[src/rtl/fma_pkg.sv]
package fma_pkg;
  localparam int NSTAGE = 5;

  // per-stage load strobes from control to datapath
  typedef struct packed {
    logic [NSTAGE-1:0] load;
    logic              nearest;
  } fmaStrobe_t;

  // special-case outcome decided at the first stage
  typedef struct packed {
    logic inv;
    logic inf;
    logic infSign;
  } fmaSpecial_t;
endpackage

[src/rtl/fma_lzc.sv]
module fma_lzc #(
  parameter int WIDTH = 52,
  localparam int NSLICE = (WIDTH + 7) / 8,
  localparam int PADW = NSLICE * 8,
  localparam int CW = $clog2(PADW + 1)
) (
  input  logic [WIDTH-1:0] vecIn,
  output logic [CW-1:0]    zeroCount
);
  function automatic logic [3:0] lz8(input logic [7:0] c);
    logic [3:0] n;
    n = 4'd8;
    for (int b = 0; b < 8; b++) if (c[b]) n = 4'(7 - b);
    return n;
  endfunction

  logic [PADW-1:0] padded;
  logic [3:0] sliceCnt [NSLICE];
  logic [NSLICE-1:0] sliceHit;

  assign padded = PADW'(vecIn) << (PADW - WIDTH);

  for (genvar s = 0; s < NSLICE; s++) begin : g_slice
    logic [7:0] chunk;
    assign chunk = padded[PADW-1-8*s -: 8];
    assign sliceCnt[s] = lz8(chunk);
    assign sliceHit[s] = |chunk;
  end

  always_comb begin
    zeroCount = CW'(PADW);
    for (int s = NSLICE - 1; s >= 0; s--)
      if (sliceHit[s]) zeroCount = CW'(8 * s) + CW'(sliceCnt[s]);
  end
endmodule

[src/rtl/fma_ctrl.sv]
module fma_ctrl
  import fma_pkg::*;
(
  input  logic       clk,
  input  logic       rstN,
  input  logic       inValid,
  input  logic       roundNearest,
  output fmaStrobe_t strobe,
  output logic       outValid
);
  logic [NSTAGE-1:0] stageValid;

  always_ff @(posedge clk or negedge rstN) begin
    if (!rstN) stageValid <= '0;
    else       stageValid <= {stageValid[NSTAGE-2:0], inValid};
  end

  assign strobe.load    = {stageValid[NSTAGE-2:0], inValid};
  assign strobe.nearest = roundNearest;
  assign outValid       = stageValid[NSTAGE-1];
endmodule

[src/rtl/fma_dp.sv]
module fma_dp
  import fma_pkg::*;
#(
  parameter int EXP_W = 8,
  parameter int FRAC_W = 23,
  localparam int W = 1 + EXP_W + FRAC_W,
  localparam int M = FRAC_W + 1,
  localparam int PW = 2 * M,
  localparam int S = PW + 4,
  localparam int EW = EXP_W + 4,
  localparam int DW = $clog2(S + 1),
  localparam int CW = $clog2(((S + 7) / 8) * 8 + 1),
  localparam int BIAS = (1 << (EXP_W - 1)) - 1,
  localparam int EMAX = (1 << EXP_W) - 1
) (
  input  logic         clk,
  input  fmaStrobe_t   strobe,
  input  logic [W-1:0] xIn,
  input  logic [W-1:0] yIn,
  input  logic [W-1:0] zIn,
  output logic [W-1:0] wOut,
  output logic [W-1:0] xOut,
  output logic [W-1:0] yOut,
  output logic         ovfOut,
  output logic         udfOut,
  output logic         invOut
);
  // ---------------- stage 1: decode, multiply ----------------
  logic sx, sy, sz;
  logic [EXP_W-1:0] ex, ey, ez;
  logic [FRAC_W-1:0] fx, fy, fz;
  logic xNan, yNan, zNan, xInf, yInf, zInf, xZero, yZero, zZero;
  logic prodSign;
  logic [PW-1:0] prodMant;
  logic signed [EW-1:0] prodExp;
  fmaSpecial_t spNow;

  assign {sx, ex, fx} = xIn;
  assign {sy, ey, fy} = yIn;
  assign {sz, ez, fz} = zIn;
  assign xNan = (&ex) & (|fx);
  assign yNan = (&ey) & (|fy);
  assign zNan = (&ez) & (|fz);
  assign xInf = (&ex) & ~(|fx);
  assign yInf = (&ey) & ~(|fy);
  assign zInf = (&ez) & ~(|fz);
  assign xZero = ~(|ex);
  assign yZero = ~(|ey);
  assign zZero = ~(|ez);
  assign prodSign = sx ^ sy;
  assign prodMant = {{M{1'b0}}, 1'b1, fx} * {{M{1'b0}}, 1'b1, fy};
  assign prodExp = EW'(ex) + EW'(ey) - EW'(BIAS);
  assign spNow.inv = xNan | yNan | zNan | (xInf & yZero) | (yInf & xZero)
                   | ((xInf | yInf) & zInf & (prodSign != sz));
  assign spNow.inf = xInf | yInf | zInf;
  assign spNow.infSign = (xInf | yInf) ? prodSign : sz;

  logic [PW-1:0] s1Prod;
  logic signed [EW-1:0] s1ProdExp, s1ZExp;
  logic s1ProdSign, s1ProdZero, s1ZSign, s1ZZero;
  logic [M-1:0] s1ZMant;

  always_ff @(posedge clk) begin
    if (strobe.load[0]) begin
      s1Prod     <= prodMant;
      s1ProdExp  <= prodExp;
      s1ProdSign <= prodSign;
      s1ProdZero <= xZero | yZero;
      s1ZMant    <= {1'b1, fz};
      s1ZExp     <= EW'(ez);
      s1ZSign    <= sz;
      s1ZZero    <= zZero;
    end
  end

  // ---------------- stage 2: alignment shift ----------------
  logic [S-1:0] pExt, zExt, bigMag, smallMag, smallShift, lostMask;
  logic prodBig, smallZero, stickyAl;
  logic signed [EW-1:0] bigExp, smallExp, expDiff;
  logic [DW-1:0] shiftAmt;

  assign pExt = {1'b0, s1Prod, 3'b000};
  assign zExt = {2'b00, s1ZMant, {(M-1){1'b0}}, 3'b000};
  assign prodBig = s1ZZero | (!s1ProdZero && (s1ProdExp >= s1ZExp));
  assign bigMag   = prodBig ? pExt : zExt;
  assign smallMag = prodBig ? zExt : pExt;
  assign bigExp   = prodBig ? s1ProdExp : s1ZExp;
  assign smallExp = prodBig ? s1ZExp : s1ProdExp;
  assign smallZero = prodBig ? s1ZZero : s1ProdZero;
  assign expDiff = bigExp - smallExp;
  assign shiftAmt = (expDiff >= $signed(EW'(S))) ? DW'(S) : expDiff[DW-1:0];
  assign lostMask = ~({S{1'b1}} << shiftAmt);
  assign stickyAl = |(smallMag & lostMask);
  assign smallShift = (smallMag >> shiftAmt) | {{(S-1){1'b0}}, stickyAl};

  logic [S-1:0] s2Big, s2Small;
  logic signed [EW-1:0] s2Exp;
  logic s2BigSign, s2SmallSign, s2BothZero, s2ZeroSign;

  always_ff @(posedge clk) begin
    if (strobe.load[1]) begin
      s2Big       <= bigMag;
      s2Small     <= smallZero ? '0 : smallShift;
      s2Exp       <= bigExp;
      s2BigSign   <= prodBig ? s1ProdSign : s1ZSign;
      s2SmallSign <= prodBig ? s1ZSign : s1ProdSign;
      s2BothZero  <= s1ProdZero & s1ZZero;
      s2ZeroSign  <= s1ProdSign & s1ZSign;
    end
  end

  // ---------------- stage 3: add / subtract ----------------
  logic [S-1:0] sumMag;
  logic sumSign;

  always_comb begin
    if (s2BigSign == s2SmallSign) begin
      sumMag  = s2Big + s2Small;
      sumSign = s2BigSign;
    end else if (s2Big >= s2Small) begin
      sumMag  = s2Big - s2Small;
      sumSign = s2BigSign;
    end else begin
      sumMag  = s2Small - s2Big;
      sumSign = s2SmallSign;
    end
  end

  logic [S-1:0] s3Mag;
  logic signed [EW-1:0] s3Exp;
  logic s3Sign, s3BothZero, s3ZeroSign;

  always_ff @(posedge clk) begin
    if (strobe.load[2]) begin
      s3Mag      <= sumMag;
      s3Sign     <= sumSign;
      s3Exp      <= s2Exp;
      s3BothZero <= s2BothZero;
      s3ZeroSign <= s2ZeroSign;
    end
  end

  // ---------------- stage 4: normalization shift ----------------
  logic [CW-1:0] leadZeros;

  fma_lzc #(.WIDTH(S)) u_lzc (.vecIn(s3Mag), .zeroCount(leadZeros));

  logic [S-1:0] s4Norm;
  logic signed [EW-1:0] s4Exp;
  logic s4Sign, s4Cancel, s4BothZero, s4ZeroSign;

  always_ff @(posedge clk) begin
    if (strobe.load[3]) begin
      s4Norm     <= s3Mag << leadZeros;
      s4Exp      <= s3Exp + EW'(2) - EW'(leadZeros);
      s4Sign     <= s3Sign;
      s4Cancel   <= ~(|s3Mag);
      s4BothZero <= s3BothZero;
      s4ZeroSign <= s3ZeroSign;
    end
  end

  // ---------------- stage 5: round, range, specials ----------------
  fmaSpecial_t spPipe [NSTAGE-1];

  for (genvar k = 0; k < NSTAGE - 1; k++) begin : g_spPipe
    if (k == 0) begin : g_head
      always_ff @(posedge clk) if (strobe.load[0]) spPipe[0] <= spNow;
    end else begin : g_body
      always_ff @(posedge clk) if (strobe.load[k]) spPipe[k] <= spPipe[k-1];
    end
  end

  logic [M-1:0] mantTrunc;
  logic [M:0] mantRound;
  logic guardBit, stickyRnd, roundUp;
  logic signed [EW-1:0] expFinal;
  logic [W-1:0] wNext;
  logic ovfNext, udfNext, invNext;
  fmaSpecial_t spLast;

  assign spLast = spPipe[NSTAGE-2];
  assign mantTrunc = s4Norm[S-1 -: M];
  assign guardBit = s4Norm[S-1-M];
  assign stickyRnd = |s4Norm[S-2-M:0];
  assign roundUp = strobe.nearest & guardBit & (stickyRnd | mantTrunc[0]);
  assign mantRound = {1'b0, mantTrunc} + (M+1)'(roundUp);
  assign expFinal = s4Exp + EW'(mantRound[M]);

  always_comb begin
    ovfNext = 1'b0;
    udfNext = 1'b0;
    invNext = 1'b0;
    if (spLast.inv) begin
      wNext = {1'b0, {EXP_W{1'b1}}, 1'b1, {(FRAC_W-1){1'b0}}};
      invNext = 1'b1;
    end else if (spLast.inf) begin
      wNext = {spLast.infSign, {EXP_W{1'b1}}, {FRAC_W{1'b0}}};
    end else if (s4BothZero) begin
      wNext = {s4ZeroSign, {(W-1){1'b0}}};
    end else if (s4Cancel) begin
      wNext = '0;
    end else if (expFinal >= $signed(EW'(EMAX))) begin
      wNext = {s4Sign, {EXP_W{1'b1}}, {FRAC_W{1'b0}}};
      ovfNext = 1'b1;
    end else if (expFinal <= $signed(EW'(0))) begin
      wNext = {s4Sign, {(W-1){1'b0}}};
      udfNext = 1'b1;
    end else begin
      wNext = {s4Sign, expFinal[EXP_W-1:0], mantRound[FRAC_W-1:0]};
    end
  end

  always_ff @(posedge clk) begin
    if (strobe.load[NSTAGE-1]) begin
      wOut   <= wNext;
      ovfOut <= ovfNext;
      udfOut <= udfNext;
      invOut <= invNext;
    end
  end

  // ---------------- operand forwarding ----------------
  logic [W-1:0] xPipe [NSTAGE];
  logic [W-1:0] yPipe [NSTAGE];

  for (genvar k = 0; k < NSTAGE; k++) begin : g_fwd
    if (k == 0) begin : g_head
      always_ff @(posedge clk) if (strobe.load[0]) begin
        xPipe[0] <= xIn;
        yPipe[0] <= yIn;
      end
    end else begin : g_body
      always_ff @(posedge clk) if (strobe.load[k]) begin
        xPipe[k] <= xPipe[k-1];
        yPipe[k] <= yPipe[k-1];
      end
    end
  end

  assign xOut = xPipe[NSTAGE-1];
  assign yOut = yPipe[NSTAGE-1];
endmodule

[src/rtl/fma_cell.sv]
module fma_cell
  import fma_pkg::*;
#(
  parameter int EXP_W = 8,
  parameter int FRAC_W = 23
) (
  input  logic                    clk,
  input  logic                    rstN,
  input  logic                    inValid,
  input  logic                    roundNearest,
  input  logic [EXP_W+FRAC_W:0]   xIn,
  input  logic [EXP_W+FRAC_W:0]   yIn,
  input  logic [EXP_W+FRAC_W:0]   zIn,
  output logic                    outValid,
  output logic [EXP_W+FRAC_W:0]   wOut,
  output logic [EXP_W+FRAC_W:0]   xOut,
  output logic [EXP_W+FRAC_W:0]   yOut,
  output logic                    ovfFlag,
  output logic                    udfFlag,
  output logic                    invFlag
);
  fmaStrobe_t strobe;

  fma_ctrl u_ctrl (
    .clk(clk), .rstN(rstN), .inValid(inValid), .roundNearest(roundNearest),
    .strobe(strobe), .outValid(outValid)
  );

  fma_dp #(.EXP_W(EXP_W), .FRAC_W(FRAC_W)) u_dp (
    .clk(clk), .strobe(strobe), .xIn(xIn), .yIn(yIn), .zIn(zIn),
    .wOut(wOut), .xOut(xOut), .yOut(yOut),
    .ovfOut(ovfFlag), .udfOut(udfFlag), .invOut(invFlag)
  );
endmodule

[config.mk]
export PLATFORM = sky130hd
export DESIGN_NAME = fma_cell
export DESIGN_NICKNAME = d
export VERILOG_FILES = /design/src/rtl/fma_pkg.sv /design/src/rtl/fma_lzc.sv /design/src/rtl/fma_ctrl.sv /design/src/rtl/fma_dp.sv /design/src/rtl/fma_cell.sv
export SDC_FILE = /design/constraint.sdc
export NUM_CORES = 2
export LEC_CHECK = 0
export BUFFER_PORTS_ARGS = -buffer_cell sky130_fd_sc_hd__clkbuf_2
export CORE_ASPECT_RATIO = 0.7
export CORE_UTILIZATION = 50
export CTS_CLUSTER_SIZE = 16
export DETAILED_ROUTE_END_ITERATION = 12
export PLACE_DENSITY = 0.66
export SLEW_MARGIN = 20
export SYNTH_ARGS = -nofsm -noshare
export SYNTH_HDL_FRONTEND = slang
export SYNTH_SLANG_ARGS = --single-unit
[constraint.sdc]
create_clock -name clk -period 6.5 [get_ports clk]
set_clock_uncertainty 0.15 [all_clocks]
set_input_delay 1.625 -clock clk [delete_from_list [all_inputs] [get_ports clk]]
set_output_delay 1.625 -clock clk [all_outputs]
set_load 0.1 [all_outputs]
# Yosys cells after proc, flatten, opt, wreduce, memory -nomap -nowiden
# Memory sizes are Yosys's and may differ from the RTL's.
# Cells that the tools add are included.
# Widths: inputs -> output; s select.
# word_totals
ff_bits	390
latch_bits	0
mem_bits_rw	332
rom_bits	0
input_bits	100
output_inout_bits	100
word_cells	215
memories	3
# memory_table
memory	depth	word_bits	rd	rd_ports_with_merged_regs	wr	line	source
u_dp.xPipe	5	32	5	0	5	fma_dp.sv:224	logic [W-1:0] xPipe [NSTAGE];
u_dp.yPipe	5	32	5	0	5	fma_dp.sv:225	logic [W-1:0] yPipe [NSTAGE];
u_dp.spPipe	4	3	4	0	4	fma_dp.sv:164	fmaSpecial_t spPipe [NSTAGE-1];
# op_classes
addsub	16
mul	1
div	0
n_lt_le_gt_ge	5
eq_ne	2
shift	3
muxes	90
bitwise_logic	35
reduce_logical	25
# ops
cell	n
$mux 4	52
$mux 52	2
$reduce_or 52->1	2
$sub 52x52->52	2
$mux 32	3
$reduce_or 8->1	9
$reduce_or 23->1	3
$mux 31	2
$add 52x52->52	1
$and 52x52->52	1
$ge 52x52->1	1
$not 52->52	1
$or 52x1->52	1
$shl 52x6->52	1
$shl 52x6->52 const A	1
$shr 52x6->52	1
$mux 51	1
$mux 49	1
$mul 24x24->48	1
$mux 6	8
$reduce_or 27->1	1
$add 24x1->25	1
$mux 12	2
$reduce_and 8->1	3
27 further kinds	76

# Logic depth before layout (Yosys ltp)
# depth
ltp_word	16
ltp_mapped	32
mapped_depth_nobuf	31

# By module
# A second synthesis with hierarchy kept.
# hier_totals
cells_unflattened	5972
hier_area_um2	59761.1
# by_module_without_submodules
mod	n_inst	cells_per_inst	area_per_inst_um2	seq_area_each_um2
fma_dp	1	5860	59024.1	21200.3
fma_lzc	1	105	596.8	0.0
fma_ctrl	1	7	140.1	125.1

# Least setup slack after synthesis
# No wires, ideal clock.
# synth_path
path_kind	input to register
from	input yIn[15]
to	register u_dp.s1Prod[47], data pin
setup_time_ps	262
t_arrival_ps	8957
t_required_ps	6088
slack_ps	-2869
path_stages	31
path_cell_list	clkbuf_1 > clkbuf_1 > nand2_1 > fa_1 > inv_1 > fa_1 > inv_1 > fa_1 > inv_1 > fa_1 > inv_1 > fa_1 > fa_1 > inv_1 > fa_1 > ha_1 > a21o_1 > a21o_1 > a221o_1 > a31o_2 > a41oi_1 > nor3_1 > nor2_1 > a31oi_1 > a21o_1 > a21o_1 > and2_1 > o41ai_1 > o2111ai_1 > a21oi_1 > xor2_1
# synth_between
elab_chain_cells	1
# synth_lines
element	line	source
start: declaration	fma_cell.sv:12	input logic [EXP_W+FRAC_W:0] yIn,
$mul 24x24->48	fma_dp.sv:51	assign prodMant = {{M{1'b0}}, 1'b1, fx} * {{M{1'b0}}, 1'b1, fy};
net u_dp.prodMant[47]	fma_dp.sv:34	logic [PW-1:0] prodMant;
end signal: assignment	fma_dp.sv:65	s1Prod <= prodMant;
end: declaration	fma_dp.sv:58	logic [PW-1:0] s1Prod;
# The timed path passes the listed nets, and every way through them passes these cells.
# A chain may end at the register's enable or synchronous reset.

# Worst setup path in the final report
# layout_path
from	input yIn[0]
to	register u_dp.s1Prod[45], data pin
# Same word-level chain as after synthesis.

==> flow_summary.json <==
{
  "core_area_sq_um": 117000,
  "crit_type": "in -> reg",
  "final.fill_count": 10000,
  "maxCapViolCount": 0,
  "synthAdderAreaFrac_pct": 23.8,
  "synthMuxAreaShare_pct": 3.92,
  "synth_nets": 6926,
  "slew_headroom_pct": 34.6,
  "dp_slack_ps": -2900,
  "grt_pass1_wl_mm": 294,
  "htreeDepth": 3,
  "yosysSeqAreaShare_pct": 36.2,
  "cts_root_buf": "clkbuf_16",
  "synth_common_cells": "inv_1 (747), nand2_1 (713), edfxtp_1 (712), fa_1 (486), nor2_1 (388)",
  "finalNonFillerCells": 8068,
  "cts-buffers-inserted": 74,
  "synth_edf_count": 712,
  "cts_sinks": 717,
  "synth_top_area_share_pct": 36.0,
  "fin_crit_sh_pct": 130,
  "track_usage_pct": 32.6,
  "required_ps": 6770,
  "cts_hold_buf": 0,
  "synth_compound_area_share_pct": 11.9,
  "fmax_mhz": 118,
  "fin_setup_tns_ps": -38620,
  "synthXorXnorAreaFrac_pct": 2.23,
  "final_area_sq_um": 69500,
  "postSynth.asyncResetShare_pct": 0.697,
  "die_x_microns": 414,
  "drt_iter0_drc": 5383,
  "setup_slack_ps": -1970,
  "clock_latency_ps": 690,
  "worstPathMaxFanout": 5,
  "drt-vias-per-instance": 5.85,
  "rows": 105,
  "antenna_found_initial": 13,
  "area_delta_synth_final_pct": 17.1,
  "yosys.cell_count.top_type": "inv_1",
  "pin_count": 200,
  "start_util_pct": 50.6,
  "nNetsFinal": 7398,
  "finalSetupViolations": 34,
  "cp-end-kind": "register",
  "cpMostUsedCell": "fa_1",
  "critPathArrivalTime_ps": 8740,
  "route.vias.total": 47200,
  "dr.pass1.iters": 6,
  "hold_viol_final": 0,
  "synth_top_family_by_area": "adder cells",
  "yosysWarnings": 0,
  "max_stage_delay_ps": 610,
  "drt_wl_total_mm": 196,
  "grt-ovfl-total": 0,
  "synth-simple-area-share_pct": 14.4,
  "status": "finished with violations",
  "multi_input_area_sq_um": 34500,
  "drive_gt1_share_pct": 17.8,
  "synth_top_area_cell": "edfxtp_1",
  "synth_cell_type_count": 103,
  "hp-class": "reg -> reg",
  "fin_crit_ps": 8470,
  "ant_nets": 0,
  "die_y_microns": 290,
  "cts_tree": "yes",
  "syn_area_per_cell_sq_um": 9.92,
  "worst_slew_pin_slew_ps": 980,
  "path_clk_slew_ps": 60,
  "syn_inst": 5986,
  "cp-start-kind": "input pin",
  "cts_max_path_buffers": 3,
  "violations": "negative setup slack",
  "synth-seq-cells": 717,
  "port-buffer-count": 199,
  "crit_slowest_cell": "fa_2",
  "dp_cells": 7861,
  "dieArea_sq_um": 120000,
  "wl_per_cell_microns": 24.3,
  "slew_violations": 0,
  "register_area_sq_um": 21500,
  "hpwl_mm": 155,
  "place.gp.congestion": 1.02,
  "rsz0062_at_grt": "true",
  "grt_start_max_net_pins": 129,
  "synth_area_sq_um": 59400,
  "dominantRegCellSynth": "edfxtp_1",
  "synth_area_leaders": "edfxtp_1 (36%), fa_1 (16%), ha_1 (7.5%)",
  "grt_pass1_vias": 45500,
  "drc": 0,
  "placed_cell_area_sq_um": 65000
}
==> layer usage <==
metal / wire, microns / track usage, %
met5: 27 / 0
met4: 3690 / 6.28
met3: 23000 / 9.37
met2: 74500 / 41.6
met1: 94700 / 53.5
==> kinds of logic (layout without fill, tap and decap cells) <==
family	count (synthesis)	in the layout
DFF	717	717
AOI/OAI and AO/OA	1109	1109
other	0	1
xor gates and xnor gates	151	151
buffers and inverters	1107	1637
adders and majority gates	841	841
and+or+nand+nor	1833	1833
muxes	228	228
==> state kept, by name, summed over array words and instances, names as in the netlist, 23 cells and up <==
signal and cells:
u_dp.xPipe 160, u_dp.yPipe 160, u_dp.s3Mag 52, u_dp.s4Norm 52, u_dp.s2Small 51, u_dp.s1Prod 48, u_dp.s2Big 48, u_dp.wOut 32
u_dp.s1ZMant 23
==> cells in the final DEF, fill, tap and decap left out, drive strengths merged, types with 10 or more instances in the layout <==
cell    synthesis  routed
inv           748     758
nand2         714     714
edfxtp        712     712
buf           119     561
fa            486     486
nor2          390     390
ha            354     354
a21oi         341     341
clkbuf        239     281
and2          271     271
o21ai         267     267
mux2i         193     193
nor3          109     109
xnor2          98      98
nand3          91      91
a21o           71      71
o21bai         62      62
nor4           58      58
nand4          53      53
xor2           53      53
a211oi         45      45
o211ai         38      38
a31oi          37      37
mux2           35      35
and3           32      32
nand2b         29      29
o22ai          28      28
nor2b          27      27
o31ai          25      25
clkinv          1      23
o21a           20      20
or3            16      16
o221ai         14      14
or2            13      13
a211o          12      12
a22o           10      10
a22oi          10      10
a21boi         10      10
==> per-stage QoR <==
stage / util [%] / hold WS (ps)
floorplan: - / 250
global placement: 55.3 / 251
detailed placement: 55.3 / 255
CTS: 58.6 / 265
global route: 59.2 / 271
finish: 59.2 / 260
==> worst max-delay path, delay by kind of cell <==
kind / cells / cell delay [ps]
simple gates: 4 / 590
compound gates: 9 / 1770
buf+inv: 7 / 680
fa+ha+maj: 8 / 3970
xor+xnor: 1 / 90
==> final cells by class <==
cell class | instances | share of cell area (%)
antenna | 1 | 0.00360
inverter | 749 | 4.04
multi-input combinational | 4162 | 49.6
clock buffer | 89 | 2.79
sequential | 717 | 30.9
tap | 1551 | 2.79
clock inverter | 45 | 0.819
timing repair buffer | 754 | 8.96
==> repair_timing <==
item | 4_1_cts | 5_1_grt
pin swaps | 124 | 89
endpoints found under the setup margin | 38 | 69
endpoints found under the hold margin | 0 | 0
gates resized for setup | 214 | 146
gates cloned | 2 | 2
buffers inserted | 59 | 29
==> worst paths after layout <==
kind / endpoint / slack [ps] / depth (start not counted) / from
worst max-delay path: u_dp.s1Prod[45] / -1970 / 29 / yIn[0]
worst min-delay path: u_dp.xPipe[0][129] / 260 / 0 / u_dp.xPipe[0][97]
worst max register to register: u_dp.s2Small[11] / 110 / 27 / u_dp.s1ZExp[7]
worst min register to register: u_dp.xPipe[0][129] / 260 / 0 / u_dp.xPipe[0][97]
max in group asynchronous: u_ctrl.stageValid[3] / 5420 / 1 / rstN
min in group asynchronous: u_ctrl.stageValid[2] / 620 / 1 / rstN
Power is not shown: default switching activity piles up to over one toggle a cycle in this logic, so the estimate is an artifact.
